### src/rtl/duo_phase_pkg.sv
package duo_phase_pkg;

  typedef enum logic [1:0] {
    SRC_IMM  = 2'b00,
    SRC_AREG = 2'b01,
    SRC_MEM  = 2'b10,
    SRC_DREG = 2'b11
  } srcSel_e;

  typedef struct packed {
    logic       isFetch;
    logic       aluNor;
    logic       clrFirst;
    logic       shiftOut;
    logic       dstAddr;
    logic [1:0] dstIdx;
    srcSel_e    srcSel;
    logic [1:0] srcIdx;
    logic [1:0] addrIdx;
    logic [3:0] disp;
    logic [7:0] imm;
    logic       store;
    logic       storeByte;
  } strobe_t;

endpackage

### src/rtl/duo_phase_ctrl.sv
module duo_phase_ctrl
  import duo_phase_pkg::*;
#(
  parameter int DataW = 16
) (
  input  logic             clk,
  input  logic             rst,
  input  logic [DataW-1:0] memRdata,
  output strobe_t          strobes
);

  logic        isFetchQ;
  logic [15:0] instrQ;
  logic [1:0]  kind;

  always_ff @(posedge clk) begin
    if (rst) begin
      isFetchQ <= 1'b1;
      instrQ   <= '0;
    end else begin
      isFetchQ <= ~isFetchQ;
      if (isFetchQ) instrQ <= memRdata[15:0];
    end
  end

  assign kind = instrQ[15:14];

  always_comb begin
    strobes.isFetch   = isFetchQ;
    strobes.dstIdx    = instrQ[9:8];
    strobes.srcIdx    = instrQ[1:0];
    strobes.addrIdx   = instrQ[5:4];
    strobes.disp      = instrQ[3:0];
    strobes.imm       = instrQ[7:0];
    if (kind == 2'b11) begin
      strobes.store     = 1'b1;
      strobes.storeByte = instrQ[13];
      strobes.aluNor    = 1'b0;
      strobes.clrFirst  = 1'b0;
      strobes.shiftOut  = 1'b0;
      strobes.dstAddr   = 1'b0;
      strobes.srcSel    = SRC_DREG;
    end else begin
      strobes.store     = 1'b0;
      strobes.storeByte = 1'b0;
      strobes.aluNor    = instrQ[13];
      strobes.clrFirst  = instrQ[12];
      strobes.shiftOut  = instrQ[11];
      strobes.dstAddr   = instrQ[10];
      strobes.srcSel    = srcSel_e'(kind);
    end
  end

endmodule

### src/rtl/duo_phase_dp.sv
module duo_phase_dp
  import duo_phase_pkg::*;
#(
  parameter int DataW = 16
) (
  input  logic             clk,
  input  logic             rst,
  input  strobe_t          strobes,
  input  logic [DataW-1:0] memRdata,
  output logic [DataW-1:0] memAddr,
  output logic             memRd,
  output logic             memWr,
  output logic             memByte,
  output logic [DataW-1:0] memWdata
);

  localparam int RegCount = 4;
  localparam int IdxW     = $clog2(RegCount);
  localparam logic [DataW-1:0] PcStep = DataW'(2);

  logic [DataW-1:0] dReg [RegCount];
  logic [DataW-1:0] aReg [RegCount];

  logic [DataW-1:0] holdVal;
  logic             holdWr;
  logic             holdShift;
  logic             holdDstAddr;
  logic [IdxW-1:0]  holdIdx;

  logic [DataW-1:0] firstOp, secondOp, aluRes, wbVal, effAddr, immExt, dispExt;
  logic             pcLoad;

  assign immExt  = {{(DataW-8){1'b0}}, strobes.imm};
  assign dispExt = {{(DataW-5){1'b0}}, strobes.disp, 1'b0};
  assign effAddr = aReg[strobes.addrIdx] + dispExt;

  assign memAddr  = strobes.isFetch ? aReg[0] : effAddr;
  assign memRd    = strobes.isFetch || (!strobes.store && strobes.srcSel == SRC_MEM);
  assign memWr    = !strobes.isFetch && strobes.store;
  assign memByte  = memWr && strobes.storeByte;
  assign memWdata = strobes.storeByte ? {{(DataW-8){1'b0}}, dReg[strobes.dstIdx][7:0]}
                                      : dReg[strobes.dstIdx];

  always_comb begin
    case (strobes.srcSel)
      SRC_IMM:  secondOp = immExt;
      SRC_AREG: secondOp = aReg[strobes.srcIdx];
      SRC_MEM:  secondOp = memRdata;
      default:  secondOp = dReg[strobes.dstIdx];
    endcase
    if (strobes.clrFirst)     firstOp = '0;
    else if (strobes.dstAddr) firstOp = aReg[strobes.dstIdx];
    else                      firstOp = dReg[strobes.dstIdx];
    aluRes = strobes.aluNor ? ~(firstOp | secondOp) : firstOp + secondOp;
  end

  assign wbVal  = holdShift ? {1'b0, holdVal[DataW-1:1]} : holdVal;
  assign pcLoad = holdWr && holdDstAddr && (holdIdx == '0);

  always_ff @(posedge clk) begin
    if (rst) begin
      for (int i = 0; i < RegCount; i++) begin
        dReg[i] <= '0;
        aReg[i] <= '0;
      end
      holdVal     <= '0;
      holdWr      <= 1'b0;
      holdShift   <= 1'b0;
      holdDstAddr <= 1'b0;
      holdIdx     <= '0;
    end else if (!strobes.isFetch) begin
      holdVal     <= aluRes;
      holdShift   <= strobes.shiftOut;
      holdDstAddr <= strobes.dstAddr;
      holdIdx     <= strobes.dstIdx;
      holdWr      <= !(strobes.aluNor && strobes.dstAddr);
    end else begin
      holdWr <= 1'b0;
      if (holdWr && !holdDstAddr) dReg[holdIdx] <= wbVal;
      if (holdWr && holdDstAddr && holdIdx != '0) aReg[holdIdx] <= wbVal;
      aReg[0] <= pcLoad ? wbVal : aReg[0] + PcStep;
    end
  end

  // the phase strobe toggles every cycle
  a_r1_phase_toggle: assert property (@(posedge clk) disable iff (rst)
    strobes.isFetch |=> !strobes.isFetch);
  a_r1_phase_return: assert property (@(posedge clk) disable iff (rst)
    !strobes.isFetch |=> strobes.isFetch);

  // the program counter steps by two unless it is the destination
  a_r2_pc_step: assert property (@(posedge clk) disable iff (rst)
    (strobes.isFetch && !pcLoad) |=> aReg[0] == $past(aReg[0]) + PcStep);

  // a NOR aimed at an address register leaves nothing to write
  a_r6_nor_addr_blocked: assert property (@(posedge clk) disable iff (rst)
    (!strobes.isFetch && strobes.aluNor && strobes.dstAddr) |=> !holdWr);

  // a word store leaves twice the stored value pending
  a_r9_store_doubles: assert property (@(posedge clk) disable iff (rst)
    (memWr && !memByte) |=> holdVal == DataW'($past(memWdata) << 1));

  // stores never coincide with a read request
  a_r8_store_no_read: assert property (@(posedge clk) disable iff (rst)
    memWr |-> !memRd);

endmodule

### src/rtl/duo_phase_core.sv
module duo_phase_core
  import duo_phase_pkg::*;
#(
  parameter int DataW = 16
) (
  input  logic             clk,
  input  logic             rst,
  input  logic [DataW-1:0] memRdata,
  output logic [DataW-1:0] memAddr,
  output logic             memRd,
  output logic             memWr,
  output logic             memByte,
  output logic [DataW-1:0] memWdata
);

  strobe_t strobes;

  duo_phase_ctrl #(.DataW(DataW)) ctrl_i (
    .clk(clk), .rst(rst), .memRdata(memRdata), .strobes(strobes)
  );

  duo_phase_dp #(.DataW(DataW)) dp_i (
    .clk(clk), .rst(rst), .strobes(strobes), .memRdata(memRdata),
    .memAddr(memAddr), .memRd(memRd), .memWr(memWr),
    .memByte(memByte), .memWdata(memWdata)
  );

endmodule

### config.mk
export PLATFORM = sky130hd
export DESIGN_NAME = duo_phase_core
export DESIGN_NICKNAME = d
export VERILOG_FILES = /design/src/rtl/duo_phase_pkg.sv /design/src/rtl/duo_phase_ctrl.sv /design/src/rtl/duo_phase_dp.sv /design/src/rtl/duo_phase_core.sv
export SDC_FILE = /design/constraint.sdc
export NUM_CORES = 1
export LEC_CHECK = 0
export ABC_AREA = 1
export BUFFER_PORTS_ARGS = -buffer_cell sky130_fd_sc_hd__buf_2
export CAP_MARGIN = 20
export CORE_MARGIN = 5
export CORE_UTILIZATION = 45
export CTS_BUF_LIST = sky130_fd_sc_hd__clkbuf_8
export CTS_CLUSTER_DIAMETER = 30
export CTS_CLUSTER_SIZE = 40
export DETAILED_ROUTE_END_ITERATION = 7
export GPL_ROUTABILITY_DRIVEN = 0
export REMOVE_ABC_BUFFERS = 1
export SETUP_SLACK_MARGIN = 0.2
export SYNTH_ARGS = -nofsm -noshare
export SYNTH_HDL_FRONTEND = slang
export SYNTH_SLANG_ARGS = --single-unit
### constraint.sdc
create_clock -name clk -period 7.1 [get_ports clk]
set_input_delay 0.71 -clock clk [delete_from_list [all_inputs] [get_ports clk]]
set_output_delay 0.71 -clock clk [all_outputs]
set_load 0.005 [all_outputs]
==> summary by stage <==
Clocking
The total number of H-tree levels is 4. Post-CTS repair changed the size of 0 cells. The longest clock path from root to sink contains 2 buffers. For this design, the CTS-stage hold fixing added 0 buffers. CTS saw 172 sinks.

The source-to-sink clock delay at the later pin of the worst-skew pair is 0.48 ns. The post-CTS setup buffer count is 0. Counting the buffers created by CTS gives 17.

TritonCTS built the clock tree. The clock transition at the registers of the reported paths is 0.10 ns. The tree is rooted in a clkbuf_8.

Worst setup path
STA classifies the critical path startpoint as a flop. Of all nets on the critical path, the largest fanout is 21. STA classifies the critical path endpoint as an output pin. The worst register-to-register path ends at dp_i.holdVal[11]. The critical setup path kind is flop to output pin. Counting cells, the worst reg-to-reg path comes to 17.

Data on the critical path is required at its endpoint by 6.39 ns. The slack of the worst reg-to-reg path is 3.64 ns. The startpoint of the most critical register-to-register path is ctrl_i.instrQ[15].

The arrival time at the worst endpoint is 3.44 ns.

Min path
The end of the worst hold path is ctrl_i.instrQ[7]. The worst hold path begins at memRdata[7]. Counting instances, the worst hold path has a depth of 3. The class of the tightest hold or removal check is input port to flop.

Global route
The total overflow left after global routing is 0. Global routing used 26.2% of the available tracks across all layers. The first global-routing pass estimated 56500 µm of wire. The via count of the first global-routing pass is 9555. The initial antenna violation count is 0. Entering global routing, the biggest net connects 57 pins.

Route
The detail route stage leaves a number of antenna-violating nets equal to 0. The number of DRC markers in iteration 0 is 1203. The post-detailed-route via-to-cell ratio is 5.69. In the final routed layout, each cell accounts on average for 20.5 µm.

The post-detailed-routing wire length is 37100 µm. Detailed routing inserted a total of 10307 vias. For this run, design rule violations remaining after detail routing come to 0. The first detailed-routing pass took 5 iterations.

Power and ir drop
The part of the total power dissipated in sequential elements is 45.9%. The ratio of total power to cell area is 215 mW/mm². The clock group share of total power is 28.5%. The switching power share of the total is 35.5%. The combinational group share of total power is 25.6%. The cell-internal power is 1.65 mW. The worst vdd rail ir drop is 0.128 mV. The analysis attributes to net switching a power of 0.910 mW. The leakage power is 5.07 nW.

Place
After legalization and detailed placement, the total HPWL measured 26000 µm. The count of input and output buffers is 52. In this run the cell area measured after placement is 0.0115 mm².

Logic synthesis
The post-synthesis async set-or-reset flop share is 0%. After synthesis, flip-flops and latches occupy 42.6% of the total area. The commonest cells after synthesis are nand2_1, nor2_1, inv_1, edfxtp_1, o21ai_0. The synthesized area divided by synthesized cell count is 7.62 µm². The cell taking the most area after synthesis is edfxtp_1. The share of the synthesized area in the top cell type is 34.6%. The number of warning messages in the yosys log is 0. The count of flip-flops with a built-in enable after synthesis is 128. The flip-flop and latch count after synthesis is 172. After synthesis, the netlist uses 54 different library cells. Sorting the synthesized cells by area gives the leading types as edfxtp_1, nand2_1, dfxtp_1, nor2_1, o21ai_0. Synthesis produced 1456 cells.

In the synthesized netlist the dominant register cell turns out to be edfxtp_1. The area of the mapped netlist is 0.0111 mm². The most instantiated library cell after synthesis is nand2_1.

Timing
The max-slew violation count is 0. The clock arrives with 0.0169 ns of skew. The final number of hold-violating endpoints was 0. The maximum frequency from static timing analysis is 241 MHz. The smallest clock period supported by the final layout is computed as 4.15 ns. The worst slew margin relative to its limit is 20.4%. In the finished design, the share of the clock period the worst path needs comes to 58.4%.

The setup-violating endpoint count in the final report is 0. The final hold slack is 0.442 ns. For the final routed database, the setup TNS stands at 0 ns.

Setup repair after global routing left no endpoint under its margin. The actual slew at the worst max-slew pin is 1.16 ns.

Die
The die outline area is 0.0279 mm². The placeable core area is 0.0243 mm². The die is 167 µm tall. The die is 167 µm wide.

After floorplanning, the core was divided into 57 placement rows. Once the floorplan was initialized, standard cells occupied 45.6% of the core. 53 I/O pins were placed.

Run status
The run finished with clean final reports.

Cells and area
The total of fill cells in the finished design is 2485. Cells fill 48.9% of the core in the end. With fillers left out, the area of the finished cells amounts to 0.0119 mm². The area growth from synthesis to layout is 7.19%. The fraction of layout instances using a drive strength above 1 is 11.0%. The post-layout net count is 1532.

The number of antenna diodes in the final layout is 0.

Job
Across the run, the number of max-cap violations was 0.
-- metal layers --
| metal | routed length (µm) | up-vias | GRT usage [%] |
|---|---|---|---|
| met4 | 1230 | 0 | 8.82 |
| met3 | 2730 | 82 | 3.34 |
| li1 | - | 4894 | - |
| met2 | 17400 | 473 | 43.4 |
| met1 | 15800 | 4858 | 35.7 |
| met5 | 0 | - | 0 |
-- per-stage QoR --
stage | setup WS (ns) | power, mW | instances
6_report | 2.95 | 2.56 | 1813
5_1_grt | 2.64 | 2.68 | 1813
4_1_cts | 2.97 | 2.55 | 1813
3_5_place_dp | 3.48 | 1.84 | 1781
3_3_place_gp | 3.50 | 1.84 | 1779
2_1_floorplan | 3.23 | 1.60 | 1385
-- worst max-delay path, stage by stage, from the launching register on --
cell and delay [ns]:
dfxtp_1 0.31, buf_4 0.21, inv_2 0.38, o21ai_0 0.16, o22ai_1 0.15, ha_1 0.19
inv_1 0.06, fa_1 0.37, inv_1 0.09, nand3_1 0.07, nand2_1 0.14, nand3_2 0.13
nor2_4 0.20, nand2_2 0.10, nor2_2 0.10, nand2_1 0.05, nand3_1 0.07, nand2_1 0.05
buf_2 0.12
-- cell families (layout without fill, tap and decap cells) --
| group | count (synthesis) | after routing | share of synthesized area, % |
|---|---|---|---|
| flops | 172 | 172 | 42.6 |
| mux | 7 | 7 | 0.631 |
| fa+ha+maj | 38 | 38 | 4.42 |
| xor+xnor | 8 | 8 | 0.631 |
| buf+inv | 235 | 268 | 9.54 |
| compound gates | 306 | 306 | 15.8 |
| simple gates | 690 | 690 | 26.4 |
-- layout make-up --
type | instances | area [µm²] | area share (%)
multi-input cells | 1049 | 5320 | 44.7
well taps | 324 | 405 | 3.41
clock inverters | 15 | 159 | 1.34
flip-flops and latches | 172 | 4730 | 39.7
repair buffers | 72 | 430 | 3.62
clock buffers | 17 | 234 | 1.97
inverters | 164 | 624 | 5.25
-- cell usage in the layout, fill, tap and decap left out, types with 5 or more instances in the layout --
| cell type | instances |
|---|---|
| nor2_1 | 197 |
| buf_2 | 52 |
| nor3_1 | 15 |
| edfxtp_1 | 128 |
| o22ai_1 | 18 |
| dfxtp_1 | 43 |
| nand3_2 | 5 |
| a21oi_1 | 88 |
| o211ai_1 | 18 |
| o21ai_0 | 120 |
| a32oi_1 | 9 |
| a32o_1 | 5 |
| or2_2 | 7 |
| ha_1 | 36 |
| a22o_1 | 5 |
| mux2i_1 | 7 |
| clkbuf_8 | 17 |
| nor2_2 | 10 |
| nor2_4 | 7 |
| nand4_1 | 5 |
| nand2_2 | 11 |
| inv_6 | 6 |
| nand2_1 | 331 |
| inv_1 | 151 |
| inv_2 | 9 |
| o21ai_1 | 22 |
| buf_4 | 19 |
| nand3_1 | 93 |
-- power groups by stage --
stage | logic [mW] | registers, mW | clock network [mW]
detailed placement | 0.646 | 1.20 | 0
global placement | 0.639 | 1.20 | 0
finish | 0.655 | 1.17 | 0.731
global route | 0.725 | 1.18 | 0.771
CTS | 0.649 | 1.17 | 0.728
floorplan | 0.403 | 1.20 | 0
-- worst max path at each step --
stage                                  end  slack, ns  depth (start not counted)
after global placement         memAddr[13]       3.50                         18
after floorplan           dp_i.holdVal[12]       3.23                         20
after detailed placement       memAddr[11]       3.48                         18
after global routing           memAddr[13]       2.64                         18
final                          memAddr[11]       2.95                         18
after CTS                      memAddr[11]       2.97                         18
-- sequential cells by signal (all words and copies together) (netlist names), 2 cells and up, named ones only --
signal,cells
ctrl_i.instrQ,16
dp_i.aReg,64
dp_i.dReg,64
dp_i.holdIdx,2
dp_i.holdVal,16
(Power assumes the default switching activity.)
